===== config.mk =====
export PLATFORM = sky130hd
export DESIGN_NAME = eeprom_addr_ptr
export DESIGN_NICKNAME = d
export VERILOG_FILES = /design/src/rtl/eeprom_ptr_pkg.sv /design/src/rtl/ptr_seq.sv /design/src/rtl/ptr_addr_asm.sv /design/src/rtl/ptr_counter.sv /design/src/rtl/eeprom_addr_ptr.sv
export SDC_FILE = /design/constraint.sdc
export NUM_CORES = 1
export LEC_CHECK = 0
export ABC_AREA = 1
export BUFFER_PORTS_ARGS = -buffer_cell sky130_fd_sc_hd__buf_4
export CAP_MARGIN = 20
export CORE_UTILIZATION = 53
export DETAILED_ROUTE_END_ITERATION = 10
export PLACE_DENSITY = 0.79
export SYNTH_ARGS = -nofsm -noshare
export SYNTH_HDL_FRONTEND = slang
export SYNTH_SLANG_ARGS = --single-unit

===== constraint.sdc =====
create_clock -name clk -period 2.2 [get_ports clk]
set_input_delay 0.44 -clock clk [delete_from_list [all_inputs] [get_ports clk]]
set_output_delay 0.44 -clock clk [all_outputs]
set_load 0.01 [all_outputs]

===== src/rtl/eeprom_ptr_pkg.sv =====
package eeprom_ptr_pkg;

  typedef enum logic [1:0] {
    OP_NONE  = 2'b00,
    OP_READ  = 2'b01,
    OP_WRITE = 2'b10,
    OP_CURR  = 2'b11
  } op_e;

  typedef enum logic [2:0] {
    PH_IDLE,
    PH_AHI,
    PH_AHI_ACK,
    PH_ALO,
    PH_ALO_ACK,
    PH_DATA,
    PH_DATA_ACK
  } phase_e;

endpackage


===== src/rtl/ptr_seq.sv =====
module ptr_seq
  import eeprom_ptr_pkg::*;
(
  input  logic       clk,
  input  logic       rst_n,
  input  logic       ev_cmd,
  input  logic [1:0] cmd_op,
  input  logic       ev_addr,
  input  logic       ev_data,
  input  logic       ev_mak,
  input  logic       ev_nomak,
  input  logic       ev_standby,
  output logic       hi_cap,
  output logic       lo_cap,
  output logic       load,
  output logic       inc,
  output logic       wr_mode
);

  phase_e phase_q, phase_d;
  logic   wr_q, wr_d;

  // next-state logic
  always_comb begin
    phase_d = phase_q;
    wr_d    = wr_q;
    hi_cap  = 1'b0;
    lo_cap  = 1'b0;
    load    = 1'b0;
    inc     = 1'b0;
    if (ev_standby) begin
      phase_d = PH_IDLE;
    end else if (ev_cmd) begin
      case (op_e'(cmd_op))
        OP_READ:  begin phase_d = PH_AHI;  wr_d = 1'b0; end
        OP_WRITE: begin phase_d = PH_AHI;  wr_d = 1'b1; end
        OP_CURR:  begin phase_d = PH_DATA; wr_d = 1'b0; end
        default:  begin phase_d = PH_IDLE; wr_d = 1'b0; end
      endcase
    end else begin
      case (phase_q)
        PH_AHI: begin
          if (ev_addr) begin
            hi_cap  = 1'b1;
            phase_d = PH_AHI_ACK;
          end else if (ev_nomak) begin
            phase_d = PH_IDLE;
          end
        end
        PH_AHI_ACK: begin
          if (ev_mak)        phase_d = PH_ALO;
          else if (ev_nomak) phase_d = PH_IDLE;
        end
        PH_ALO: begin
          if (ev_addr) begin
            lo_cap  = 1'b1;
            phase_d = PH_ALO_ACK;
          end else if (ev_nomak) begin
            phase_d = PH_IDLE;
          end
        end
        PH_ALO_ACK: begin
          if (ev_mak) begin
            load    = 1'b1;
            phase_d = PH_DATA;
          end else if (ev_nomak) begin
            phase_d = PH_IDLE;
          end
        end
        PH_DATA: begin
          if (ev_data)       phase_d = PH_DATA_ACK;
          else if (ev_nomak) phase_d = PH_IDLE;
        end
        PH_DATA_ACK: begin
          if (ev_mak) begin
            inc     = 1'b1;
            phase_d = PH_DATA;
          end else if (ev_nomak) begin
            inc     = 1'b1;
            phase_d = PH_IDLE;
          end
        end
        default: phase_d = PH_IDLE;
      endcase
    end
  end

  // state registers
  always_ff @(posedge clk or negedge rst_n) begin
    if (!rst_n) begin
      phase_q <= PH_IDLE;
      wr_q    <= 1'b0;
    end else begin
      phase_q <= phase_d;
      wr_q    <= wr_d;
    end
  end

  assign wr_mode = wr_q;

  AST_ACK_NEEDS_BYTE: assert property (@(posedge clk) disable iff (!rst_n)
    inc |-> $past(ev_data) || !$stable(phase_q) || (phase_q == PH_DATA_ACK))
    else $error("AST_ACK_NEEDS_BYTE");

  AST_IDLE_MAK_IGNORED: assert property (@(posedge clk) disable iff (!rst_n)
    (phase_q == PH_IDLE) && ev_mak |-> !inc && !load)
    else $error("AST_IDLE_MAK_IGNORED");

endmodule


===== src/rtl/ptr_addr_asm.sv =====
module ptr_addr_asm #(
  parameter int BYTE_W = 8,
  parameter int ADDR_W = 10
) (
  input  logic              clk,
  input  logic              hi_cap,
  input  logic              lo_cap,
  input  logic [BYTE_W-1:0] byte_in,
  output logic [ADDR_W-1:0] load_val
);

  localparam int HI_W = ADDR_W - BYTE_W;

  logic [HI_W-1:0]   hi_q, hi_d;
  logic [BYTE_W-1:0] lo_q, lo_d;

  always_comb begin
    hi_d = hi_cap ? byte_in[HI_W-1:0] : hi_q;
    lo_d = lo_cap ? byte_in : lo_q;
  end

  always_ff @(posedge clk) begin
    hi_q <= hi_d;
    lo_q <= lo_d;
  end

  assign load_val = {hi_q, lo_q};

endmodule


===== src/rtl/ptr_counter.sv =====
module ptr_counter #(
  parameter int ADDR_W = 10,
  parameter int PAGE_W = 4
) (
  input  logic              clk,
  input  logic              rst_n,
  input  logic              load,
  input  logic [ADDR_W-1:0] load_val,
  input  logic              inc,
  input  logic              wr_mode,
  output logic [ADDR_W-1:0] ptr_q,
  output logic              valid_q
);

  logic [ADDR_W-1:0] seq_next, page_next, ptr_d;
  logic              valid_d;
  logic              ptr_en;

  assign seq_next = ptr_q + ADDR_W'(1);

  generate
    if (PAGE_W < ADDR_W) begin : g_page
      logic [PAGE_W-1:0] low_next;
      assign low_next  = ptr_q[PAGE_W-1:0] + PAGE_W'(1);
      assign page_next = {ptr_q[ADDR_W-1:PAGE_W], low_next};

      AST_PAGE_KEEP: assert property (@(posedge clk) disable iff (!rst_n)
        inc && wr_mode |=> ptr_q[ADDR_W-1:PAGE_W] == $past(ptr_q[ADDR_W-1:PAGE_W]))
        else $error("AST_PAGE_KEEP");
    end else begin : g_flat
      assign page_next = seq_next;
    end
  endgenerate

  // next-state logic with explicit enable
  always_comb begin
    ptr_en  = load | inc;
    ptr_d   = ptr_q;
    valid_d = valid_q;
    if (load) begin
      ptr_d   = load_val;
      valid_d = 1'b1;
    end else if (inc) begin
      ptr_d = wr_mode ? page_next : seq_next;
    end
  end

  always_ff @(posedge clk) begin
    if (ptr_en) ptr_q <= ptr_d;
  end

  always_ff @(posedge clk or negedge rst_n) begin
    if (!rst_n) valid_q <= 1'b0;
    else        valid_q <= valid_d;
  end

  AST_LOAD_TAKES: assert property (@(posedge clk) disable iff (!rst_n)
    load |=> (ptr_q == $past(load_val)) && valid_q)
    else $error("AST_LOAD_TAKES");

  AST_READ_STEP: assert property (@(posedge clk) disable iff (!rst_n)
    inc && !wr_mode |=> ptr_q == $past(ptr_q) + ADDR_W'(1))
    else $error("AST_READ_STEP");

  AST_HOLD_QUIET: assert property (@(posedge clk) disable iff (!rst_n)
    !load && !inc |=> $stable(ptr_q))
    else $error("AST_HOLD_QUIET");

  AST_VALID_STICKY: assert property (@(posedge clk) disable iff (!rst_n)
    valid_q |=> valid_q)
    else $error("AST_VALID_STICKY");

endmodule


===== src/rtl/eeprom_addr_ptr.sv =====
module eeprom_addr_ptr #(
  parameter int ADDR_W = 10,
  parameter int PAGE_W = 4,
  parameter int BYTE_W = 8
) (
  input  logic              clk,
  input  logic              rst_n,
  input  logic              ev_cmd,
  input  logic [1:0]        cmd_op,
  input  logic              ev_addr,
  input  logic [BYTE_W-1:0] byte_in,
  input  logic              ev_data,
  input  logic              ev_mak,
  input  logic              ev_nomak,
  input  logic              ev_standby,
  output logic [ADDR_W-1:0] arr_addr,
  output logic              addr_valid
);

  logic              hi_cap, lo_cap, load, inc, wr_mode;
  logic [ADDR_W-1:0] load_val;

  ptr_seq u_seq (
    .clk        (clk),
    .rst_n      (rst_n),
    .ev_cmd     (ev_cmd),
    .cmd_op     (cmd_op),
    .ev_addr    (ev_addr),
    .ev_data    (ev_data),
    .ev_mak     (ev_mak),
    .ev_nomak   (ev_nomak),
    .ev_standby (ev_standby),
    .hi_cap     (hi_cap),
    .lo_cap     (lo_cap),
    .load       (load),
    .inc        (inc),
    .wr_mode    (wr_mode)
  );

  ptr_addr_asm #(
    .BYTE_W (BYTE_W),
    .ADDR_W (ADDR_W)
  ) u_asm (
    .clk      (clk),
    .hi_cap   (hi_cap),
    .lo_cap   (lo_cap),
    .byte_in  (byte_in),
    .load_val (load_val)
  );

  ptr_counter #(
    .ADDR_W (ADDR_W),
    .PAGE_W (PAGE_W)
  ) u_cnt (
    .clk      (clk),
    .rst_n    (rst_n),
    .load     (load),
    .load_val (load_val),
    .inc      (inc),
    .wr_mode  (wr_mode),
    .ptr_q    (arr_addr),
    .valid_q  (addr_valid)
  );

  AST_ONE_EVENT: assert property (@(posedge clk) disable iff (!rst_n)
    $onehot0({ev_cmd, ev_addr, ev_data, ev_mak, ev_nomak, ev_standby}))
    else $error("AST_ONE_EVENT");

  AST_STANDBY_HOLD: assert property (@(posedge clk) disable iff (!rst_n)
    ev_standby |=> $stable(arr_addr) && $stable(addr_valid))
    else $error("AST_STANDBY_HOLD");

endmodule


==> summary.md, run 1 <==
| Metric | Value |
|---|---|
| Largest net degree at the start of global routing | 15 |
| Filler cells | 177 |
| Cell Rows | 17 |
| Crit Path Class | flop to flop |
| CTS Buf Count | 3 |
| VDD IR max | 0.0005055 V |
| Slew headroom | 77.50% |
| I/O pins | 29 |
| PD cells | 508.2 nW/um^2 |
| Reg2Reg Depth | 6 |
| GRT Resource Usage Total | 23.31% |
| Post-Synthesis Mean Instance Area | 8.894 sq um |
| Iteration-0 DRC Markers | 41 |
| Worst reg2reg setup slack | 0.63 ns |
| Syn Std Cell Area | 1316 sq um |
| GRT Residual Overflow | 0 |
| Via/cell ratio | 5.321 |
| Core area | 2276 sq um |
| Period utilisation layout | 71.24% |
| Final core occ | 70.20% |
| Initial antenna violation count | 0 |
| H-tree Lvls | 1 |
| FF-to-FF End | u_cnt.ptr_q[8]$_DFFE_PP_ |
| Drt wl/cell | 13.28 um |
| Syn_nets | 167 |
| Final setup vio count | 0 |
| GP Congestion | 0.8025 |
| FMAX | 638.0 MHz |
| # clock sinks | 25 |
| Run status | complete, no violations |
| Vias | 1112 |
| Synth unique cells | 22 |
| Post-CTS Resized | 0 |
| CP arrival | 1.66 ns |
| Max Cap Viol | 0 |
| Nature of the critical path endpoint | flop |
| Clk slew on worst S/H paths | 0.13 ns |
| RSZ-0062 raised after global routing | false |
| Count of final max-slew check failures | 0 |
| DRC violations left | 0 |
| Crit path launch | u_cnt.ptr_q[0]$_DFFE_PP_ |
| Worst slew pin tran | 0.3362 ns |
| Element type at the critical path start | flop |
| Clock tree from TritonCTS | built |
| Register area share after synthesis | 55.13% |
| DIE AREA | 2687 sq um |
| Hold Path Class | primary input to flop |
| DP Wirelength | 2220 um |
| Worst-Skew Late Latency | 0.31 ns |
| Crit path to | u_cnt.ptr_q[8]$_DFFE_PP_ |
| IO Port Bufs | 28 |
| First-pass GRT wire length | 4450 um |
| Register area | 725.7 sq um |
| Router iterations before antenna repair | 5 |
| Ys Warns | 0 |
| Maximum fanout along the worst path | 6 |
| Req. time, crit path | 2.29 ns |
| Inserted Diodes | 0 |
| Register bit total from synthesis | 25 |
| Die Y | 51.84 um |
| NumNets Final | 201 |
| ANT nets after route | 0 |
| Minimum clock period | 1.567 ns |
| Reg-to-reg startpoint | u_cnt.ptr_q[0]$_DFFE_PP_ |
| Mapped Cells | 148 |
| Area grow syn2layout | 21.39% |
| Clock buffer depth | 2 |
| Layout Skew | 0.004018 ns |
| Root Buffer | clkbuf_4 |
| Hold Fails Final Rpt | 0 |
| Footprint of the multi-input gates | 506.7 sq um |
| Leak | 0.7213 nW |
| Fin Setup TNS | 0 ns |
| Vias in the first global route | 1064 |
| WL final | 2776 um |
| Initial core utilization | 57.83% |
| Fraction of layout instances using a drive strength above 1 | 23.76% |
| Chip width | 51.84 um |
[placed cells by master, fill, tap and decap left out]
cell type and instances:
nand3_1 18, inv_2 2, or2_2 1, o21a_1 1
edfxtp_1 20, a21oi_1 3, clkinv_2 1, nor2_1 16
clkbuf_4 3, dlygate4sd3_1 1, nor2_4 1, dfrtp_1 5
nor3_1 1, nand2_2 1, nand4_1 4, inv_1 16
o21ai_2 3, xor2_1 3, nand2_1 39, ha_1 1
o21ai_0 9, nand3_4 1, buf_4 30, o22ai_1 1
[worst min path at each step]
stage               startpoint                          to  depth (start not counted)  slack [ns]
CTS                 byte_in[7]     u_asm.lo_q[7]$_DFFE_PP_                          1        0.28
detailed placement       rst_n  u_seq.phase_q[2]$_DFF_PN0_                          1        0.24
global route        byte_in[6]     u_asm.lo_q[6]$_DFFE_PP_                          1        0.28
global placement         rst_n  u_seq.phase_q[0]$_DFF_PN0_                          1        0.24
floorplan                rst_n   u_cnt.valid_q$_DFFE_PN0P_                          0        0.14
finish              byte_in[7]     u_asm.lo_q[7]$_DFFE_PP_                          1        0.29
[flip-flops by register name (all words and copies together), names as in the netlist]
name / flops
u_asm.lo_q: 8
u_asm.hi_q: 2
u_cnt.ptr_q: 10
u_cnt.valid_q: 1
u_seq.wr_mode: 1
u_seq.phase_q: 3
[power by group]
part,internal (W),total [W],switching (W)
sequential,0.000518,0.000526,0.00000745
clock,0.0000680,0.000201,0.000133
combinational,0.0000416,0.0000852,0.0000435
total,0.000628,0.000812,0.000184
[stage by stage]
stage,cells,total power (W),instance area (sq um),hold slack (ns),setup WS (ns)
after floorplan,148,0.0005744,1316,0.1444,0.4116
after global placement,204,0.0006156,1560,0.2431,0.4852
after detailed placement,204,0.0006191,1560,0.2442,0.4525
after CTS,209,0.0008167,1598,0.2834,0.6211
after global routing,209,0.0008364,1598,0.2771,0.5129
final,209,0.0008120,1598,0.2901,0.6327
[logic make-up (layout without fill, tap and decap cells)]
kind of cell / after synthesis / in the layout / share of synthesized area (%)
compound gates: 17 / 17 / 7.605
xor+xnor: 3 / 3 / 1.997
simple gates: 82 / 82 / 27.95
fa+ha+maj: 1 / 1 / 0.9504
buf+inv: 20 / 53 / 6.369
flops: 25 / 25 / 55.13
[layout make-up]
type / instances / share of cell area [%]
clock inverters: 1 / 0.3132
well taps: 28 / 2.193
flip-flops and latches: 25 / 45.42
clock buffers: 3 / 1.410
multi-input cells: 103 / 31.72
inverters: 18 / 4.229
repair buffers: 31 / 14.72
[critical path, stage by stage (launching register included)]
cell and delay (ns):
edfxtp_1 0.49, ha_1 0.23, nand2_1 0.08, nor2_1 0.26, nand4_1 0.12, nand3_1 0.12
nand2_1 0.05
[cell usage after synthesis, drive strengths merged]
library cell | n | area share [%]
buf | 2 | 1.2
a21oi | 3 | 1.1
o22ai | 1 | 0.48
nor3 | 1 | 0.38
nor2 | 17 | 5.4
xor2 | 3 | 2.0
dfrtp | 5 | 9.5
ha | 1 | 0.95
nand3 | 19 | 8.2
nand2 | 40 | 12
o21ai | 12 | 5.4
or2 | 1 | 0.48
o21a | 1 | 0.57
inv | 18 | 5.1
nand4 | 4 | 1.9
edfxtp | 20 | 46
[what timing repair did]
action | CTS | global route
buffers inserted | 0 | 0
endpoints found under the hold margin | 5 | 0
hold buffers | 1 | 0
[layer usage]
layer	GRT usage, %	wire [um]
met3	3.509	161
met2	41.24	1411
met4	10.81	41
met5	0	0
met1	27.39	1160
Note: power is estimated with default switching activity, not from simulation.
==> inputs of run 2 (changes only) <==
==> constraint.sdc (replaced) <==
create_clock -name clk -period 1.5 [get_ports clk]
set_input_delay 0.3 -clock clk [delete_from_list [all_inputs] [get_ports clk]]
set_output_delay 0.3 -clock clk [all_outputs]
set_load 0.01 [all_outputs]
==> summary.md, run 2 (synthesis gave the netlist of run 1 again) <==
| Metric | Value |
|---|---|
| CTS Buf Count | 3 (unchanged) |
| Final setup vio count | 0 (unchanged) |
| FMAX | 692.6 MHz (was 638.0 MHz) |
| CP arrival | 1.52 ns (was 1.66 ns) |
| Layout Skew | 0.001670 ns (was 0.004018 ns) |
| Core area | 2276 sq um (unchanged) |
| Max incr delay on CP | 0.41 ns (was 0.49 ns) |
| First-pass GRT wire length | 4236 um (was 4450 um) |
| Fraction of layout instances using a drive strength above 1 | 27.81% (was 23.76%) |
| Root Buffer | clkbuf_4 (unchanged) |
| H-tree Lvls | 1 (unchanged) |
| Clk slew on worst S/H paths | 0.12 ns (was 0.13 ns) |
| Chip width | 51.84 um (unchanged) |
| ANT nets after route | 0 (unchanged) |
| Leak | 0.7487 nW (was 0.7213 nW) |
| Slew headroom | 80.57% (was 77.50%) |
| Maximum fanout along the worst path | 8 (was 6) |
| Count of final max-slew check failures | 0 (unchanged) |
| Minimum clock period | 1.444 ns (was 1.567 ns) |
| Initial core utilization | 57.83% (unchanged) |
| Iteration-0 DRC Markers | 42 (was 41) |
| GRT Residual Overflow | 0 (unchanged) |
| VDD IR max | 0.0006782 V (was 0.0005055 V) |
| GRT Resource Usage Total | 21.54% (was 23.31%) |
| Cell Rows | 17 (unchanged) |
| WL final | 2597 um (was 2776 um) |
| I/O pins | 29 (unchanged) |
| Slack of the critical path | 0.05625 ns (was 0.6327 ns) |
| Largest reg by FF count | u_cnt.ptr_q (unchanged) |
| Via/cell ratio | 5.177 (was 5.321) |
| Die Y | 51.84 um (unchanged) |
| PD cells | 713.1 nW/um^2 (was 508.2 nW/um^2) |
| Vias in the first global route | 1013 (was 1064) |
| # clock sinks | 25 (unchanged) |
| Worst slew pin tran | 0.2892 ns (was 0.3362 ns) |
| DIE AREA | 2687 sq um (unchanged) |
| Fin Setup TNS | 0 ns (unchanged) |
| CP max-delay cell | dfrtp_1 (was edfxtp_1) |
| Router iterations before antenna repair | 4 (was 5) |
| Max FFs per register | 10 (unchanged) |
| DP Area | 1594 sq um (was 1560 sq um) |
| Clock buffer depth | 2 (unchanged) |
| Total power | 0.001186 W (was 0.0008120 W) |
| Largest net degree at the start of global routing | 14 (was 15) |
| Most frequent cells in the layout | nand2_1 (38), buf_4 (36), edfxtp_1 (20) (was nand2_1 (39), buf_4 (30), edfxtp_1 (20)) |
| Pre-CTS setup slack | 0.02166 ns (was 0.4525 ns) |
| NumNets Final | 207 (was 201) |
| Req. time, crit path | 1.57 ns (was 2.29 ns) |
| DRC violations left | 0 (unchanged) |
| Vias | 1113 (was 1112) |
| Hold Path Depth | 1 (unchanged) |
| Hold Fails Final Rpt | 0 (unchanged) |
| Run status | complete, no violations (unchanged) |
| Area grow syn2layout | 26.33% (was 21.39%) |
| Design area | 1663 sq um (was 1598 sq um) |
| Reg2Reg Depth | 7 (was 6) |
| Element type at the critical path start | flop (unchanged) |
| Clock tree from TritonCTS | built (unchanged) |
| Hold Path Class | primary input to flop (unchanged) |
| Max Cap Viol | 0 (unchanged) |
| Drt wl/cell | 12.08 um (was 13.28 um) |
| Top flop regs | u_cnt.ptr_q x10, u_asm.lo_q x8, u_seq.phase_q x3 (unchanged) |
| Crit-path cells | buf_4, nor2_4, nand3_4, nand2_2, inv_1, nand3_1, nand2_1 (was ha_1, nand2_1, nor2_1, nand4_1, nand3_1, nand2_1) |
| Worst-Skew Late Latency | 0.30 ns (was 0.31 ns) |
| Inserted Diodes | 0 (unchanged) |
| Crit Path Class | flop to flop (unchanged) |
| Initial antenna violation count | 0 (unchanged) |
| DP Wirelength | 2094 um (was 2220 um) |
| Commonest non-fill, non-tap cell in the layout | nand2_1 (unchanged) |
| Nature of the critical path endpoint | flop (unchanged) |
| GP Congestion | 0.8934 (was 0.8025) |
| Final core occ | 73.06% (was 70.20%) |
| Period utilisation layout | 96.25% (was 71.24%) |
| IO Port Bufs | 28 (unchanged) |
## run 2: where the power goes
part / leakage, nW / switching (W) / internal [W]
logic: 0.487 / 0.0000676 / 0.0000675
registers: 0.247 / 0.00000881 / 0.000760
clock network: 0.0150 / 0.000179 / 0.000103
total: 0.749 / 0.000255 / 0.000931
## run 2: worst max-delay path, delay by kind of cell (launching register included)
kind	cells	cell delay, ns
simple gates	5	0.55
flops	1	0.41
buf+inv	2	0.26
## run 2: cell type report
type                            instances  area, sq um
Fill cell                             171        613.1
Tap cell                               28        35.03
Multi-Input combinational cell        103        525.5
Timing Repair Buffer                   37        280.3
Sequential cell                        25        725.7
Clock buffer                            4        26.28
Inverter                               18        70.07
## run 2: repair_timing
item,in CTS,in global routing
hold buffers,1,0
setup endpoints to repair,0,12
resized for setup,0,5
hold endpoints to repair,5,0
buffers inserted,0,2
## run 2: final timing paths
path	startpoint	to	slack (ns)
max	u_seq.phase_q[0]$_DFF_PN0_	u_cnt.ptr_q[9]$_DFFE_PP_	0.06
min	byte_in[6]	u_asm.lo_q[6]$_DFFE_PP_	0.17
max reg2reg	u_seq.phase_q[0]$_DFF_PN0_	u_cnt.ptr_q[9]$_DFFE_PP_	0.06
min reg2reg	u_cnt.valid_q$_DFFE_PN0P_	u_cnt.valid_q$_DFFE_PN0P_	0.48
max in group asynchronous	rst_n	u_seq.wr_mode$_DFFE_PN0P_	1.08
min in group asynchronous	rst_n	u_seq.phase_q[0]$_DFF_PN0_	0.32
## run 2: routing by layer
metal / global-route usage, % / vias to the layer above / share of wire (%)
li1: - / 579 / -
met1: 29.57 / 493 / 46
met2: 35.68 / 39 / 50
met3: 2.632 / 2 / 3.7
met4: 6.306 / 0 / 0.46
met5: 0 / - / 0
## run 2: stage by stage
stage	cells	hold slack, ns
after detailed placement	208	0.1044
after global routing	215	0.1448
after global placement	208	0.1036
after floorplan	148	0.004409
after CTS	213	0.1595
final	215	0.1664
==> inputs of run 3 (changes only) <==
--- a/config.mk
+++ b/config.mk
@@ -10,7 +10,7 @@
 export CAP_MARGIN = 20
 export CORE_UTILIZATION = 53
 export DETAILED_ROUTE_END_ITERATION = 10
-export PLACE_DENSITY = 0.79
+export PLACE_DENSITY = 0.78
 export SYNTH_ARGS = -nofsm -noshare
 export SYNTH_HDL_FRONTEND = slang
 export SYNTH_SLANG_ARGS = --single-unit
==> summary.md, run 3 (synthesis gave the netlist of run 1 again) <==
| Metric | Value |
|---|---|
| Via/cell ratio | 5.338 (was 5.177) |
| Req. time, crit path | 1.50 ns (was 1.57 ns) |
| Top flop regs | u_cnt.ptr_q x10, u_asm.lo_q x8, u_seq.phase_q x3 (unchanged) |
| First-pass GRT wire length | 4229 um (was 4236 um) |
| Count of final max-slew check failures | 0 (unchanged) |
| Crit Path Class | flop to flop (unchanged) |
| Hold wc startpoint | byte_in[7] (was byte_in[6]) |
| Period utilisation layout | 97.10% (was 96.25%) |
| DP Wirelength | 2020 um (was 2094 um) |
| Slew headroom | 78.90% (was 80.57%) |
| Largest net degree at the start of global routing | 14 (unchanged) |
| Hold Path Depth | 1 (unchanged) |
| RSZ-0062 raised after global routing | true |
| FMAX | 686.6 MHz (was 692.6 MHz) |
| Core area | 2276 sq um (unchanged) |
| Worst reg2reg setup slack | 0.04 ns (was 0.06 ns) |
| # clock sinks | 25 (unchanged) |
| Final setup vio count | 0 (unchanged) |
| Filler cells | 186 (was 171) |
| Layout Skew | 0.001858 ns (was 0.001670 ns) |
| Most frequent cells in the layout | nand2_1 (39), buf_4 (34), edfxtp_1 (20) (was nand2_1 (38), buf_4 (36), edfxtp_1 (20)) |
| Iteration-0 DRC Markers | 24 (was 42) |
| H-tree Lvls | 1 (unchanged) |
| Root Buffer | clkbuf_4 (unchanged) |
| DIE AREA | 2687 sq um (unchanged) |
| Fraction of layout instances using a drive strength above 1 | 26.49% (was 27.81%) |
| Total power | 0.001189 W (was 0.001186 W) |
| VDD IR max | 0.0005027 V (was 0.0006782 V) |
| CTS Buf Count | 3 (unchanged) |
| Hold Fails Final Rpt | 0 (unchanged) |
| GRT Residual Overflow | 0 (unchanged) |
| Largest reg by FF count | u_cnt.ptr_q (unchanged) |
| IO Port Bufs | 28 (unchanged) |
| Inserted Diodes | 0 (unchanged) |
| Reg2Reg Depth | 5 (was 7) |
| Die Y | 51.84 um (unchanged) |
| DRC violations left | 0 (unchanged) |
| Max Cap Viol | 0 (unchanged) |
| Clock buffer depth | 2 (unchanged) |
| Chip width | 51.84 um (unchanged) |
| Clk slew on worst S/H paths | 0.12 ns (about the same) |
| Maximum fanout along the worst path | 6 (was 8) |
| GP Congestion | 0.9148 (was 0.8934) |
| Area grow syn2layout | 24.33% (was 26.33%) |
| CP arrival | 1.46 ns (was 1.52 ns) |
| Leak | 0.7379 nW (was 0.7487 nW) |
| Reg-to-reg startpoint | u_seq.phase_q[0]$_DFF_PN0_ (unchanged) |
| Commonest non-fill, non-tap cell in the layout | nand2_1 (unchanged) |
| Worst slew pin tran | 0.3140 ns (was 0.2892 ns) |
| FF-to-FF End | u_cnt.ptr_q[4]$_DFFE_PP_ (was u_cnt.ptr_q[9]$_DFFE_PP_) |
| Hold Path Class | primary input to flop (unchanged) |
| Drt wl/cell | 12.04 um (was 12.08 um) |
| GRT Resource Usage Total | 21.82% (was 21.54%) |
| Initial core utilization | 57.83% (unchanged) |
| Max FFs per register | 10 (unchanged) |
| PD cells | 726.8 nW/um^2 (was 713.1 nW/um^2) |
| Initial antenna violation count | 0 (unchanged) |
| I/O pins | 29 (unchanged) |
| NumNets Final | 205 (was 207) |
| Clock tree from TritonCTS | built (unchanged) |
| Nature of the critical path endpoint | flop (unchanged) |
| Hold EP | u_asm.lo_q[7]$_DFFE_PP_ (was u_asm.lo_q[6]$_DFFE_PP_) |
| Footprint of the multi-input gates | 513.0 sq um (was 525.5 sq um) |
| Vias in the first global route | 1055 (was 1013) |
| Register area | 726.9 sq um (was 725.7 sq um) |
| Worst-Skew Late Latency | 0.31 ns (was 0.30 ns) |
| ANT nets after route | 0 (unchanged) |
| Cell Rows | 17 (unchanged) |
| Vias | 1137 (was 1113) |
| Router iterations before antenna repair | 4 (unchanged) |
| Element type at the critical path start | flop (unchanged) |
| Worst hold slack | 0.1579 ns (was 0.1664 ns) |
| Run status | complete, no violations (unchanged) |
| Minimum clock period | 1.457 ns (was 1.444 ns) |
| WL final | 2564 um (was 2597 um) |
-- run 3: cell type report --
| class | instances | share of cell area, % |
|---|---|---|
| timing repair buffer | 35 | 16.21 |
| tap | 28 | 2.141 |
| clock buffer | 4 | 1.606 |
| inverter | 18 | 4.281 |
| multi-input combinational | 103 | 31.35 |
| sequential | 25 | 44.42 |
-- run 3: layer usage --
layer	up-vias	routed length, um	track usage [%]
li1	570	-	-
met1	507	1101	25.00
met2	47	1274	39.10
met3	13	109	2.632
met4	0	78	11.71
met5	-	0	0
-- run 3: power breakdown --
group          leakage [nW]  switching, W  internal [W]
combinational         0.478     0.0000650     0.0000661
clock                0.0150      0.000185      0.000104
sequential            0.245    0.00000925      0.000760
total                 0.738      0.000260      0.000930
-- run 3: worst max path at each step --
stage | slack (ns) | startpoint | to
6_report | 0.04 | u_seq.phase_q[0]$_DFF_PN0_ | u_cnt.ptr_q[4]$_DFFE_PP_
5_1_grt | -0.05 | u_seq.phase_q[0]$_DFF_PN0_ | u_cnt.ptr_q[7]$_DFFE_PP_
4_1_cts | 0.04 | u_cnt.ptr_q[1]$_DFFE_PP_ | u_cnt.ptr_q[8]$_DFFE_PP_
3_5_place_dp | 0.05 | ev_cmd | u_cnt.ptr_q[9]$_DFFE_PP_
3_3_place_gp | 0.07 | ev_cmd | u_cnt.ptr_q[9]$_DFFE_PP_
2_1_floorplan | 0.1 | ev_cmd | u_asm.lo_q[0]$_DFFE_PP_
-- run 3: worst max-delay path, cell delays in order (launching register included) --
cell	delay, ns
dfrtp_1	0.44
inv_1	0.11
nand2_1	0.08
nor2_1	0.14
nand2_1	0.10
o21ai_2	0.28
-- run 3: timing repair --
| action | 4_1_cts | 5_1_grt |
|---|---|---|
| setup endpoints to repair | 0 | 12 |
| setup buffers | 0 | 0 |
| endpoints found under the hold margin | 5 | 0 |
| hold buffers | 1 | 0 |
| gates resized for setup | 0 | 3 |
-- run 3: through the flow --
step | setup TNS [ns] | std cells | cell area (sq um) | utilization (%) | setup WS (ns)
6_report | 0 | 213 | 1637 | 71.91 | 0.04345
3_3_place_gp | 0 | 208 | 1594 | 70.04 | 0.07431
4_1_cts | 0 | 213 | 1630 | 71.63 | 0.04342
2_1_floorplan | 0 | 148 | 1320 | - | 0.09897
5_1_grt | -0.4242 | 213 | 1637 | 71.91 | -0.05239
3_5_place_dp | 0 | 208 | 1594 | 70.04 | 0.05005
